$ cat src/rtl/i2cs_pkg.sv
package i2cs_pkg;
  typedef enum logic [2:0] {
    L_IDLE,
    L_ADDR,
    L_AACK,
    L_WBYTE,
    L_WACK,
    L_RBYTE,
    L_RACK
  } link_state_t;
endpackage

$ cat src/rtl/i2cs_pads.sv
module i2cs_pads (
  input  logic clk,
  input  logic rst_n,
  input  logic scl_i,
  input  logic sda_i,
  output logic scl_o,
  output logic sda_o,
  output logic scl_rise_o,
  output logic scl_fall_o,
  output logic start_o,
  output logic stop_o
);
  logic [2:0] scl_q, sda_q;

  always_ff @(posedge clk or negedge rst_n) begin
    if (!rst_n) begin
      scl_q <= 3'b111;
      sda_q <= 3'b111;
    end else begin
      scl_q <= {scl_q[1:0], scl_i};
      sda_q <= {sda_q[1:0], sda_i};
    end
  end

  assign scl_o      = scl_q[1];
  assign sda_o      = sda_q[1];
  assign scl_rise_o = scl_q[1] & ~scl_q[2];
  assign scl_fall_o = ~scl_q[1] & scl_q[2];
  assign start_o    = scl_q[1] & scl_q[2] & sda_q[2] & ~sda_q[1];
  assign stop_o     = scl_q[1] & scl_q[2] & ~sda_q[2] & sda_q[1];
endmodule

$ cat src/rtl/i2cs_guard.sv
module i2cs_guard #(
  parameter int INIT_CYCLES  = 480000,
  parameter int STUCK_CYCLES = 224000
) (
  input  logic clk,
  input  logic rst_n,
  input  logic scl_s_i,
  input  logic sda_s_i,
  input  logic standalone_i,
  output logic init_busy_o,
  output logic clr_o
);
  localparam int IW = $clog2(INIT_CYCLES + 1);
  localparam int SW = $clog2(STUCK_CYCLES + 1);
  localparam logic [IW-1:0] INIT_END = IW'(INIT_CYCLES);
  localparam logic [SW-1:0] STUCK_END = SW'(STUCK_CYCLES - 1);

  logic [IW-1:0] icnt_q, icnt_n;
  logic [SW-1:0] wcnt_q, wcnt_n;
  logic          scl_p, sda_p, stuck;

  assign init_busy_o = (icnt_q != INIT_END);
  assign stuck = (!scl_s_i || !sda_s_i) && (scl_s_i == scl_p) && (sda_s_i == sda_p)
                 && !standalone_i;
  assign clr_o = stuck && (wcnt_q == STUCK_END);

  always_comb begin
    icnt_n = init_busy_o ? icnt_q + 1'b1 : icnt_q;
    if (!stuck)     wcnt_n = '0;
    else if (clr_o) wcnt_n = '0;
    else            wcnt_n = wcnt_q + 1'b1;
  end

  always_ff @(posedge clk or negedge rst_n) begin
    if (!rst_n) begin
      icnt_q <= '0;
      wcnt_q <= '0;
      scl_p  <= 1'b1;
      sda_p  <= 1'b1;
    end else begin
      icnt_q <= icnt_n;
      wcnt_q <= wcnt_n;
      scl_p  <= scl_s_i;
      sda_p  <= sda_s_i;
    end
  end

  // after a clear the timer restarts, so clears never come back to back
  assert_clear_spaced_R10: assert property (@(posedge clk) disable iff (!rst_n)
    clr_o |=> !clr_o);
endmodule

$ cat src/rtl/i2cs_link.sv
module i2cs_link
  import i2cs_pkg::*;
#(
  parameter logic [6:0] SLAVE_ADDR = 7'h12
) (
  input  logic       clk,
  input  logic       rst_n,
  input  logic       clr_i,
  input  logic       sda_i,
  input  logic       scl_rise_i,
  input  logic       scl_fall_i,
  input  logic       start_i,
  input  logic       stop_i,
  input  logic       init_busy_i,
  input  logic [7:0] tx_byte_i,
  output logic       sda_oe_o,
  output logic       wr_vld_o,
  output logic       wr_first_o,
  output logic [7:0] wr_data_o,
  output logic       rd_take_o
);
  link_state_t st_q, st_n;
  logic [3:0]  cnt_q, cnt_n;
  logic [7:0]  sh_q, sh_n, tx_q, tx_n;
  logic        oe_q, oe_n, rw_q, rw_n, first_q, first_n;

  assign sda_oe_o   = oe_q;
  assign wr_data_o  = sh_q;
  assign wr_first_o = first_q;

  always_comb begin
    st_n = st_q; cnt_n = cnt_q; sh_n = sh_q; tx_n = tx_q;
    oe_n = oe_q; rw_n = rw_q; first_n = first_q;
    wr_vld_o = 1'b0; rd_take_o = 1'b0;
    if (clr_i || stop_i) begin
      st_n = L_IDLE; oe_n = 1'b0;
    end else if (start_i) begin
      st_n = L_ADDR; cnt_n = '0; oe_n = 1'b0;
    end else begin
      case (st_q)
        L_ADDR: begin
          if (scl_rise_i && cnt_q != 4'd8) begin
            sh_n = {sh_q[6:0], sda_i}; cnt_n = cnt_q + 1'b1;
          end else if (scl_fall_i && cnt_q == 4'd8) begin
            if (sh_q[7:1] == SLAVE_ADDR && !init_busy_i) begin
              oe_n = 1'b1; rw_n = sh_q[0]; st_n = L_AACK;
            end else begin
              st_n = L_IDLE;
            end
          end
        end
        L_AACK: if (scl_fall_i) begin
          cnt_n = '0;
          if (rw_q) begin
            rd_take_o = 1'b1; tx_n = tx_byte_i; oe_n = ~tx_byte_i[7]; st_n = L_RBYTE;
          end else begin
            oe_n = 1'b0; first_n = 1'b1; st_n = L_WBYTE;
          end
        end
        L_WBYTE: begin
          if (scl_rise_i && cnt_q != 4'd8) begin
            sh_n = {sh_q[6:0], sda_i}; cnt_n = cnt_q + 1'b1;
          end else if (scl_fall_i && cnt_q == 4'd8) begin
            wr_vld_o = 1'b1; first_n = 1'b0; oe_n = 1'b1; st_n = L_WACK;
          end
        end
        L_WACK: if (scl_fall_i) begin
          oe_n = 1'b0; cnt_n = '0; st_n = L_WBYTE;
        end
        L_RBYTE: begin
          if (scl_rise_i) cnt_n = cnt_q + 1'b1;
          else if (scl_fall_i) begin
            if (cnt_q == 4'd8) begin
              oe_n = 1'b0; st_n = L_RACK;
            end else begin
              tx_n = {tx_q[6:0], 1'b0}; oe_n = ~tx_q[6];
            end
          end
        end
        L_RACK: begin
          if (scl_rise_i) begin
            if (sda_i) st_n = L_IDLE;
            else       cnt_n = '0;
          end else if (scl_fall_i && cnt_q == 4'd0) begin
            rd_take_o = 1'b1; tx_n = tx_byte_i; oe_n = ~tx_byte_i[7]; st_n = L_RBYTE;
          end
        end
        default: ;
      endcase
    end
  end

  always_ff @(posedge clk or negedge rst_n) begin
    if (!rst_n) begin
      st_q <= L_IDLE; cnt_q <= '0; sh_q <= '0; tx_q <= '0;
      oe_q <= 1'b0; rw_q <= 1'b0; first_q <= 1'b0;
    end else begin
      st_q <= st_n; cnt_q <= cnt_n; sh_q <= sh_n; tx_q <= tx_n;
      oe_q <= oe_n; rw_q <= rw_n; first_q <= first_n;
    end
  end

  // the acknowledge phase is entered only for the own address
  assert_ack_own_addr_R1: assert property (@(posedge clk) disable iff (!rst_n)
    (st_q == L_AACK) |-> (sh_q[7:1] == SLAVE_ADDR));
  // no address acknowledge while the start-up window is open
  assert_no_ack_in_init_R2: assert property (@(posedge clk) disable iff (!rst_n)
    init_busy_i |-> (st_q != L_AACK));
  // SDA drive only moves after SCL falls or a bus event
  assert_sda_moves_scl_low_R4: assert property (@(posedge clk) disable iff (!rst_n)
    !$stable(oe_q) |-> $past(scl_fall_i || stop_i || start_i || clr_i));
endmodule

$ cat src/rtl/i2cs_regs.sv
module i2cs_regs #(
  parameter int NREGS = 32,
  parameter int NKEYS = 6,
  parameter int NINS  = 7
) (
  input  logic             clk,
  input  logic             rst_n,
  input  logic             wr_vld_i,
  input  logic             wr_first_i,
  input  logic [7:0]       wr_data_i,
  input  logic             rd_take_i,
  input  logic             txn_end_i,
  input  logic [NKEYS-1:0] det_i,
  input  logic             cal_i,
  input  logic [NINS-1:0]  in_i,
  output logic [7:0]       rd_data_o,
  output logic [NREGS*8-1:0] regs_o,
  output logic             cal_stb_o,
  output logic             rst_stb_o,
  output logic             chg_n_o
);
  localparam int IW = $clog2(NREGS);
  localparam logic [7:0] DET_ADDR = 8'd0;
  localparam logic [7:0] IN_ADDR  = 8'd1;
  localparam logic [7:0] RO_TOP   = 8'd8;
  localparam logic [7:0] CAL_ADDR = 8'd12;
  localparam logic [7:0] RST_ADDR = 8'd13;
  localparam logic [7:0] KEN_ADDR = 8'd16;
  localparam logic [8:0] TOP9     = 9'(NREGS);
  localparam logic [7:0] KEYBITS  = 8'((1 << NKEYS) - 1);

  logic [7:0] mem [NREGS];
  logic [7:0] ptr_q, ptr_n, base_q, base_n;
  logic [7:0] det_byte, in_byte, det_prev, in_prev, det_ref, in_ref, en_mask;
  logic       in_store, mem_we, status_rd, ev, reverted;
  logic       pend_q, pend_n, cal_n, rst_n_stb;

  assign det_byte = {cal_i, {(7-NKEYS){1'b0}}, det_i};
  assign in_byte  = {{(8-NINS){1'b0}}, in_i};
  assign en_mask  = mem[KEN_ADDR[IW-1:0]] & (KEYBITS | 8'h80);
  assign in_store = (ptr_q >= RO_TOP) && ({1'b0, ptr_q} < TOP9);
  assign mem_we   = wr_vld_i && !wr_first_i && in_store;

  always_comb begin
    if (ptr_q == DET_ADDR)     rd_data_o = det_byte;
    else if (ptr_q == IN_ADDR) rd_data_o = in_byte;
    else if (in_store)         rd_data_o = mem[ptr_q[IW-1:0]];
    else                       rd_data_o = 8'h00;
  end

  always_comb begin
    ptr_n = ptr_q; base_n = base_q;
    if (txn_end_i) ptr_n = base_q;
    else if (wr_vld_i && wr_first_i) begin
      base_n = wr_data_i; ptr_n = wr_data_i;
    end else if (wr_vld_i || rd_take_i) ptr_n = ptr_q + 8'd1;
    cal_n     = mem_we && ptr_q == CAL_ADDR && wr_data_i != 8'h00;
    rst_n_stb = mem_we && ptr_q == RST_ADDR && wr_data_i != 8'h00;
    status_rd = rd_take_i && (ptr_q == DET_ADDR || ptr_q == IN_ADDR);
    ev        = (((det_byte ^ det_prev) & en_mask) != 8'h00) || (in_byte != in_prev);
    reverted  = (((det_byte ^ det_ref) & en_mask) == 8'h00) && (in_byte == in_ref);
    if (ev)                                   pend_n = 1'b1;
    else if (rd_take_i && (status_rd || reverted)) pend_n = 1'b0;
    else                                      pend_n = pend_q;
  end

  always_ff @(posedge clk or negedge rst_n) begin
    if (!rst_n) begin
      for (int i = 0; i < NREGS; i++) mem[i] <= 8'h00;
    end else if (mem_we) begin
      mem[ptr_q[IW-1:0]] <= wr_data_i;
    end
  end

  always_ff @(posedge clk or negedge rst_n) begin
    if (!rst_n) begin
      ptr_q <= '0; base_q <= '0; pend_q <= 1'b0;
      det_prev <= '0; in_prev <= '0; det_ref <= '0; in_ref <= '0;
      cal_stb_o <= 1'b0; rst_stb_o <= 1'b0;
    end else begin
      ptr_q <= ptr_n; base_q <= base_n; pend_q <= pend_n;
      det_prev <= det_byte; in_prev <= in_byte;
      cal_stb_o <= cal_n; rst_stb_o <= rst_n_stb;
      if (status_rd) begin
        det_ref <= det_byte; in_ref <= in_byte;
      end
    end
  end

  for (genvar k = 0; k < NREGS; k++) begin : g_out
    assign regs_o[8*k +: 8] = mem[k];
  end
  assign chg_n_o = ~pend_q;

  // an input line change always pulls the change line low next cycle
  assert_input_change_low_R8: assert property (@(posedge clk) disable iff (!rst_n)
    (in_i != $past(in_i)) |=> !chg_n_o);
  // the change line is only released following a byte read
  assert_release_after_read_R9: assert property (@(posedge clk) disable iff (!rst_n)
    $rose(chg_n_o) |-> $past(rd_take_i));
  // a command strobe follows a nonzero data byte
  assert_strobe_nonzero_R7: assert property (@(posedge clk) disable iff (!rst_n)
    (cal_stb_o || rst_stb_o) |-> $past(wr_vld_i && !wr_first_i && wr_data_i != 8'h00));
endmodule

$ cat src/rtl/i2c_reg_slave.sv
module i2c_reg_slave #(
  parameter int NREGS        = 32,
  parameter int NKEYS        = 6,
  parameter int NINS         = 7,
  parameter int INIT_CYCLES  = 480000,
  parameter int STUCK_CYCLES = 224000
) (
  input  logic               clk,
  input  logic               rst_n,
  input  logic               scl_i,
  input  logic               sda_i,
  output logic               sda_oe_o,
  input  logic               standalone_i,
  input  logic [NKEYS-1:0]   det_i,
  input  logic               cal_i,
  input  logic [NINS-1:0]    in_i,
  output logic [NREGS*8-1:0] regs_o,
  output logic               cal_stb_o,
  output logic               rst_stb_o,
  output logic               chg_n_o
);
  localparam logic [6:0] OWN_ADDR = 7'h12;

  logic [1:0] rst_q;
  logic       rst_s;
  logic       scl_s, sda_s, rise, fall, start, stop, init_busy, clr;
  logic       wr_vld, wr_first, rd_take;
  logic [7:0] wr_data, rd_data;

  always_ff @(posedge clk or negedge rst_n) begin
    if (!rst_n) rst_q <= 2'b00;
    else        rst_q <= {rst_q[0], 1'b1};
  end
  assign rst_s = rst_q[1];

  i2cs_pads i_pads (
    .clk(clk), .rst_n(rst_s), .scl_i(scl_i), .sda_i(sda_i),
    .scl_o(scl_s), .sda_o(sda_s), .scl_rise_o(rise), .scl_fall_o(fall),
    .start_o(start), .stop_o(stop)
  );

  i2cs_guard #(.INIT_CYCLES(INIT_CYCLES), .STUCK_CYCLES(STUCK_CYCLES)) i_guard (
    .clk(clk), .rst_n(rst_s), .scl_s_i(scl_s), .sda_s_i(sda_s),
    .standalone_i(standalone_i), .init_busy_o(init_busy), .clr_o(clr)
  );

  i2cs_link #(.SLAVE_ADDR(OWN_ADDR)) i_link (
    .clk(clk), .rst_n(rst_s), .clr_i(clr), .sda_i(sda_s),
    .scl_rise_i(rise), .scl_fall_i(fall), .start_i(start), .stop_i(stop),
    .init_busy_i(init_busy), .tx_byte_i(rd_data), .sda_oe_o(sda_oe_o),
    .wr_vld_o(wr_vld), .wr_first_o(wr_first), .wr_data_o(wr_data),
    .rd_take_o(rd_take)
  );

  i2cs_regs #(.NREGS(NREGS), .NKEYS(NKEYS), .NINS(NINS)) i_regs (
    .clk(clk), .rst_n(rst_s), .wr_vld_i(wr_vld), .wr_first_i(wr_first),
    .wr_data_i(wr_data), .rd_take_i(rd_take), .txn_end_i(stop | clr),
    .det_i(det_i), .cal_i(cal_i), .in_i(in_i), .rd_data_o(rd_data),
    .regs_o(regs_o), .cal_stb_o(cal_stb_o), .rst_stb_o(rst_stb_o),
    .chg_n_o(chg_n_o)
  );
endmodule

$ cat config.mk
export PLATFORM = sky130hd
export DESIGN_NAME = i2c_reg_slave
export DESIGN_NICKNAME = d
export VERILOG_FILES = /design/src/rtl/i2cs_pkg.sv /design/src/rtl/i2cs_pads.sv /design/src/rtl/i2cs_guard.sv /design/src/rtl/i2cs_link.sv /design/src/rtl/i2cs_regs.sv /design/src/rtl/i2c_reg_slave.sv
export SDC_FILE = /design/constraint.sdc
export NUM_CORES = 1
export LEC_CHECK = 0
export BUFFER_PORTS_ARGS = -buffer_cell sky130_fd_sc_hd__buf_2
export CAP_MARGIN = 10
export CORE_MARGIN = 4
export CORE_UTILIZATION = 54
export CTS_CLUSTER_DIAMETER = 40
export CTS_CLUSTER_SIZE = 40
export DETAILED_ROUTE_END_ITERATION = 12
export PLACE_DENSITY = 0.88
export SYNTH_ARGS = -nofsm -noshare
export SYNTH_HDL_FRONTEND = slang
export SYNTH_SLANG_ARGS = --single-unit
$ cat constraint.sdc
create_clock -name clk -period 18.4 [get_ports clk]
set_input_delay 1.84 -clock clk [delete_from_list [all_inputs] [get_ports clk]]
set_output_delay 1.84 -clock clk [all_outputs]
set_load 0.02 [all_outputs]
==> results.py, run 1 <==
metrics = {
    "status": {
        "outcome": "completed",
    },
    "clock_tree": {
        "post_cts_resized": 0,
        "clk_latency_ns": 0.55,
        "cts_setup_buffers": 0,
        "cts_hold_buf": 0,
        "clock_sinks": 373,
        "clk_path_buf_depth": 3,
        "cts_root_buffer": "clkbuf_16",
        "cts_max_level": 2,
        "clkTransAtPathRegs_ns": 0.06,
        "cts_tree": "done",
        "cts_buffers": 43,
    },
    "final_layout": {
        "final_common_cell": "dfrtp_1",
        "multi_input_area_mm2": 0.00709,
        "fillCellCount": 2204,
        "regArea_mm2": 0.00935,
        "antenna_cells": 0,
        "drive_above_1_share_pct": 41.8,
        "final_cell_mix": "dfrtp_1, buf_2, mux2_2",
        "nets": 1560,
        "fin_area_mm2": 0.0200,
        "area_delta_synth_final_pct": 16.8,
    },
    "flow_run": {
        "maxCapViolCount": 0,
    },
    "global_route": {
        "grt_max_degree": 91,
        "grt_pass1_wl_um": 74300,
        "grtUsageTotal_pct": 27.7,
        "grt.overflow.total": 0,
        "antenna_found_initial": 0,
        "grt_pass1_vias": 12500,
    },
    "route": {
        "dr_total_vias": 12000,
        "first_pass_iters": 5,
        "routedWlPerCell_um": 24.5,
        "final_antenna_net_count": 0,
        "drc_errors": 0,
        "drt_iter0_markers": 960,
        "viasPerCell": 6.13,
        "wl_um": 48100,
    },
    "setup_path": {
        "path_class": "primary input to flip-flop",
        "crit_fanout": 48,
        "cp_cell_sequence": "buf_2, nor2b_1, o21ai_1, o31a_2, buf_4, nand4_1, a221o_1",
        "cp-end-kind": "flip-flop",
        "cp_top_family": "compound AO/OA/AOI/OAI gates",
        "crit_buf_inv": 2,
        "max_stage_delay_ns": 0.69,
        "cp-start-kind": "primary input",
        "cp.arrival_ns": 4.09,
        "cp_slowest_cell": "buf_4",
        "required_ns": 18.80,
    },
    "floorplanning": {
        "start_util_pct": 55.4,
        "core_area_mm2": 0.0309,
        "fp.dieW_um": 186,
        "die_area_mm2": 0.0346,
        "ioPinCount": 279,
        "die_height_um": 186,
        "num_rows": 64,
    },
    "power": {
        "ir_worst_vdd_v": 0.0000772,
        "finalPower_mw": 2.12,
        "leakage_nw": 10.2,
        "power_density_mw_per_mm2": 106,
    },
    "place": {
        "gp_congestion": 0.985,
        "placed_cell_area_mm2": 0.0185,
        "io_buffers": 278,
        "dp_slack_ns": 14.22,
        "dp_hpwl_um": 32600,
    },
    "sta": {
        "fin_crit_sh_pct": 20.0,
        "hold_viol": 0,
        "fin_worst_skew_ns": 0.0302,
        "worst_slew_pin_slew_ns": 1.30,
        "fmax_ghz": 0.271,
        "maxSlewHeadroom_pct": 13.6,
        "fin_ws_ns": 14.71,
        "setup_violations": 0,
        "setup_tns_ns": 0,
        "drv_slew": 0,
        "period_needed_ns": 3.69,
        "rsz0062_at_grt": "no",
    },
    "synth": {
        "syn-num-nets": 1361,
        "netlist_instances": 1330,
        "yosysUniqueCellTypes": 77,
        "ys.flop_type": "dfrtp_1",
        "avgSynthCellArea_um2": 12.9,
        "async_flop_share_pct": 100,
        "synth_area_mm2": 0.0171,
        "synth-seq-area-share_pct": 54.6,
        "yosys_register_bits": 373,
        "ys_warn_count": 0,
        "synth_edf_count": 0,
    },
    "worst_hold_path": {
        "hold_class": "flip-flop to async pin",
    },
}
-- per-stage QoR --
stage / cells / hold slack [ns] / util, %
floorplan: 1330 / 0.331 / -
global placement: 1879 / 0.339 / 59.8
detailed placement: 1879 / 0.343 / 59.8
CTS: 1959 / 0.352 / 64.6
global route: 1960 / 0.360 / 64.7
finish: 1960 / 0.340 / 64.7
-- sequential cells by signal, indices dropped and copies added (netlist names), 2 cells and up --
register          count
rst_q                 2
i_link.wr_data_o      8
i_guard.icnt_q       19
i_link.tx_q           7
i_pads.sda_q          2
i_regs.ptr_q          8
i_regs.in_ref         7
i_regs.in_prev        7
i_guard.wcnt_q       18
i_link.st_q           3
i_regs.det_prev       7
i_regs.base_q         8
i_pads.scl_q          2
i_regs.regs_o       256
i_regs.det_ref        7
i_link.cnt_q          4
-- routing by layer --
layer | track usage (%) | vias up | wire, µm
met3 | 8.38 | 152 | 4560
met2 | 44.3 | 620 | 23200
met4 | 11.7 | 0 | 2170
li1 | - | 5167 | -
met5 | 0 | - | 0
met1 | 35.4 | 6081 | 18200
-- synth_stat cells, drive strengths merged, types with 3 or more instances --
master | instances | area share [%]
mux2 | 200 | 13
ha | 12 | 0.88
o21ai | 44 | 1.3
clkbuf | 97 | 2.1
o32ai | 3 | 0.15
o31ai | 4 | 0.18
buf | 40 | 1.5
nor4bb | 3 | 0.18
nor3 | 20 | 0.75
a211oi | 5 | 0.22
inv | 18 | 0.39
o211ai | 4 | 0.18
nand2 | 89 | 2.0
a21boi | 5 | 0.22
a22o | 3 | 0.15
mux2i | 15 | 0.88
a31oi | 9 | 0.33
nor4 | 7 | 0.26
nor2b | 10 | 0.37
a21oi | 34 | 0.99
and3b | 5 | 0.26
nand4 | 44 | 3.5
nand3b | 4 | 0.18
and3 | 12 | 0.44
o22ai | 6 | 0.22
dfrtp | 367 | 54
dfstp | 6 | 0.92
o221a | 4 | 0.26
xnor2 | 32 | 1.6
o221ai | 4 | 0.20
nor4b | 3 | 0.15
and4 | 6 | 0.31
and2 | 4 | 0.15
nor2 | 61 | 1.4
a221o | 3 | 0.18
nand2b | 5 | 0.18
mux4 | 45 | 5.9
xor2 | 36 | 1.8
nand3 | 30 | 0.88
-- worst reg2reg max path, stage by stage, from the launching register on --
cell	delay [ns]
dfrtp_4	0.71
buf_4	0.64
inv_1	0.26
ha_1	0.55
nand3_1	0.40
a21boi_0	0.33
o32ai_1	0.19
o2111ai_1	0.14
o211ai_1	0.11
-- power by group --
group          internal [mW]  leakage (nW)  switching, mW
registers              0.840          5.10         0.0842
clock network          0.515         0.734          0.368
logic                 0.0999          4.33          0.210
total                   1.45          10.2          0.662
-- final timing paths --
path                                  from                 end  slack [ns]  cells past startpoint
hold / removal                    rst_q[1]  i_regs.regs_o[187]        0.34                      0
min in group clk                  rst_q[0]            rst_q[1]        0.35                      0
max in group asynchronous         rst_q[1]     i_regs.ptr_q[0]       15.62                      2
hold reg to reg                   rst_q[1]  i_regs.regs_o[187]        0.34                      0
setup / recovery              standalone_i      i_link.tx_q[2]       14.71                      7
setup reg to reg           i_regs.ptr_q[0]      i_link.tx_q[4]       14.92                      8
-- kinds of logic after synthesis --
kind of cell,share of synthesized area (%)
buf+inv,4.02
mux,20.0
flops,54.6
compound gates,5.76
fa+ha+maj,0.936
other cells,0.0219
xor+xnor,3.48
simple gates,11.3
-- cell type report --
| class | count | area share (%) |
|---|---|---|
| clock inverter | 28 | 1.59 |
| multi-input combinational | 802 | 35.5 |
| sequential | 373 | 46.8 |
| clock buffer | 52 | 5.91 |
| inverter | 18 | 0.338 |
| tap | 396 | 2.48 |
| timing repair buffer | 291 | 7.45 |
No activity file was read; power rests on OpenSTA's default activity.
==> inputs of run 2 (changes only) <==
Clock period 18.4 ns to 3.8 ns, I/O delays scaled along.
==> run 2 against run 1 <==
Effect of this change: setup slack worse by 14 ns; clock skew up 0.012 ns; register-to-register slack worse by 14 ns; cell count up 0.61%; flip-flop and latch count unchanged; non-clock buffer count up 13; via count up 2.3%; clock power rose to 5.0 times the previous value; design area up 1.1%; die area unchanged; largest power group is now the clock network; highest routed layer unchanged.
==> results.py, run 2 (synthesis results as in run 1) <==
metrics = {
    "status": {
        "outcome": "completed",
    },
    "clock_tree": {
        "cts_buffers": 43,
        "cts_root_buffer": "clkbuf_16",
        "clkTransAtPathRegs_ns": 0.07,
        "cts_tree": "done",
        "cts_max_level": 2,
        "post_cts_resized": 0,
        "cts_hold_buf": 3,
        "clk_path_buf_depth": 3,
        "clock_sinks": 373,
        "clk_latency_ns": 0.56,
        "cts_setup_buffers": 0,
    },
    "setup_path": {
        "cp.arrival_ns": 3.61,
        "cp_slowest_cell": "a21boi_0",
        "cp_cell_sequence": "inv_1, a21boi_0, o221ai_1, nor3_1, o221a_2, a221o_1",
        "required_ns": 4.28,
        "crit_buf_inv": 1,
        "max_stage_delay_ns": 0.78,
        "cp-end-kind": "flip-flop",
        "cp_top_family": "compound AO/OA/AOI/OAI gates",
        "path_class": "flip-flop to flip-flop",
        "crit_fanout": 18,
        "cp-start-kind": "flip-flop",
        "startpoint": "i_regs.ptr_q[4]",
        "r2r_start": "i_regs.ptr_q[4]",
    },
    "global_route": {
        "grtUsageMet1_pct": 35.9,
        "grt_pass1_vias": 12800,
        "grt_pass1_wl_um": 76000,
        "antenna_found_initial": 0,
        "grtUsageTotal_pct": 28.3,
        "grt.overflow.total": 0,
        "met3_usage_pct": 7.95,
        "busiest_layer": "met2",
        "grt_util_met2_pct": 46.0,
        "grt_max_degree": 93,
    },
    "place": {
        "io_buffers": 278,
        "dp_hpwl_um": 33900,
        "placed_cell_area_mm2": 0.0186,
        "gp_congestion": 0.963,
    },
    "final_layout": {
        "fin_area_mm2": 0.0202,
        "nets": 1573,
        "largest_reg_flops": 256,
        "drive_above_1_share_pct": 42.2,
        "final_common_cell": "dfrtp_1",
        "regArea_mm2": 0.00935,
        "antenna_cells": 0,
        "multi_input_area_mm2": 0.00709,
        "area_delta_synth_final_pct": 18.1,
        "final_cell_mix": "dfrtp_1, buf_2, mux2_2",
        "fin_util_pct": 65.4,
        "fillCellCount": 2168,
    },
    "sta": {
        "hold_viol": 0,
        "period_needed_ns": 3.13,
        "fmax_ghz": 0.320,
        "drv_slew": 0,
        "whs_ns": 0.0274,
        "fin_worst_skew_ns": 0.0422,
        "rsz0062_at_grt": "no",
        "setup_violations": 0,
        "fin_crit_sh_pct": 82.3,
        "maxSlewHeadroom_pct": 22.4,
        "worst_slew_pin_slew_ns": 1.16,
        "setup_tns_ns": 0,
    },
    "floorplanning": {
        "ioPinCount": 279,
        "num_rows": 64,
        "core_area_mm2": 0.0309,
        "start_util_pct": 55.4,
        "die_area_mm2": 0.0346,
        "fp.dieW_um": 186,
        "die_height_um": 186,
    },
    "route": {
        "first_pass_iters": 5,
        "drc_errors": 0,
        "wl_um": 49600,
        "final_antenna_net_count": 0,
        "viasPerCell": 6.24,
        "routedWlPerCell_um": 25.1,
        "drt_iter0_markers": 1181,
        "dr_total_vias": 12300,
    },
    "worst_hold_path": {
        "hold_class": "primary input to flip-flop",
        "hp-start": "det_i[2]",
    },
    "power": {
        "ir_worst_vdd_v": 0.000451,
        "power_density_mw_per_mm2": 515,
        "leakage_nw": 10.3,
    },
    "flow_run": {
        "maxCapViolCount": 0,
    },
}
-- run 2: worst register-to-register path, stage by stage, from the launching register on --
cell	delay, ns
dfrtp_1	0.72
inv_1	0.36
a21boi_0	0.79
o221ai_1	0.44
nor3_1	0.39
o221a_2	0.25
a221o_1	0.12
-- run 2: layer usage --
layer	vias to the layer above	part of all wire [%]
met5	-	0
met4	0	5.1
met3	168	9.6
met2	734	48
met1	6215	37
li1	5185	-
-- run 2: final timing paths --
| check | end | slack [ns] | depth (start not counted) |
|---|---|---|---|
| max | i_link.tx_q[2] | 0.67 | 6 |
| min in group asynchronous | rst_q[0] | 0.15 | 2 |
| max in group asynchronous | i_pads.scl_q[0] | 2.29 | 1 |
| min | i_regs.det_prev[2] | 0.03 | 1 |
| max reg2reg | i_link.tx_q[2] | 0.67 | 6 |
| min reg2reg | i_pads.sda_q[1] | 0.36 | 0 |
-- run 2: area by class of cell --
class	count	area share [%]
clock buffers	50	5.81
clock inverters	29	1.81
inverters	18	0.334
multi-input cells	802	35.1
flip-flops and latches	373	46.3
well taps	396	2.45
repair buffers	304	8.26
-- run 2: power breakdown --
group / total (mW) / switching [mW] / leakage [nW] / internal, mW
registers: 4.33 / 0.256 / 5.10 / 4.07
logic: 1.71 / 1.18 / 4.42 / 0.532
clock network: 4.37 / 1.89 / 0.742 / 2.48
-- run 2: stage by stage --
| stage | setup WS [ns] | power, mW | cells |
|---|---|---|---|
| after detailed placement | 0.912 | 6.03 | 1890 |
| final | 0.671 | 10.4 | 1972 |
| after floorplan | 0.128 | 5.53 | 1330 |
| after global routing | 0.718 | 10.7 | 1972 |
| after CTS | 0.860 | 10.4 | 1972 |
| after global placement | 0.976 | 5.99 | 1890 |
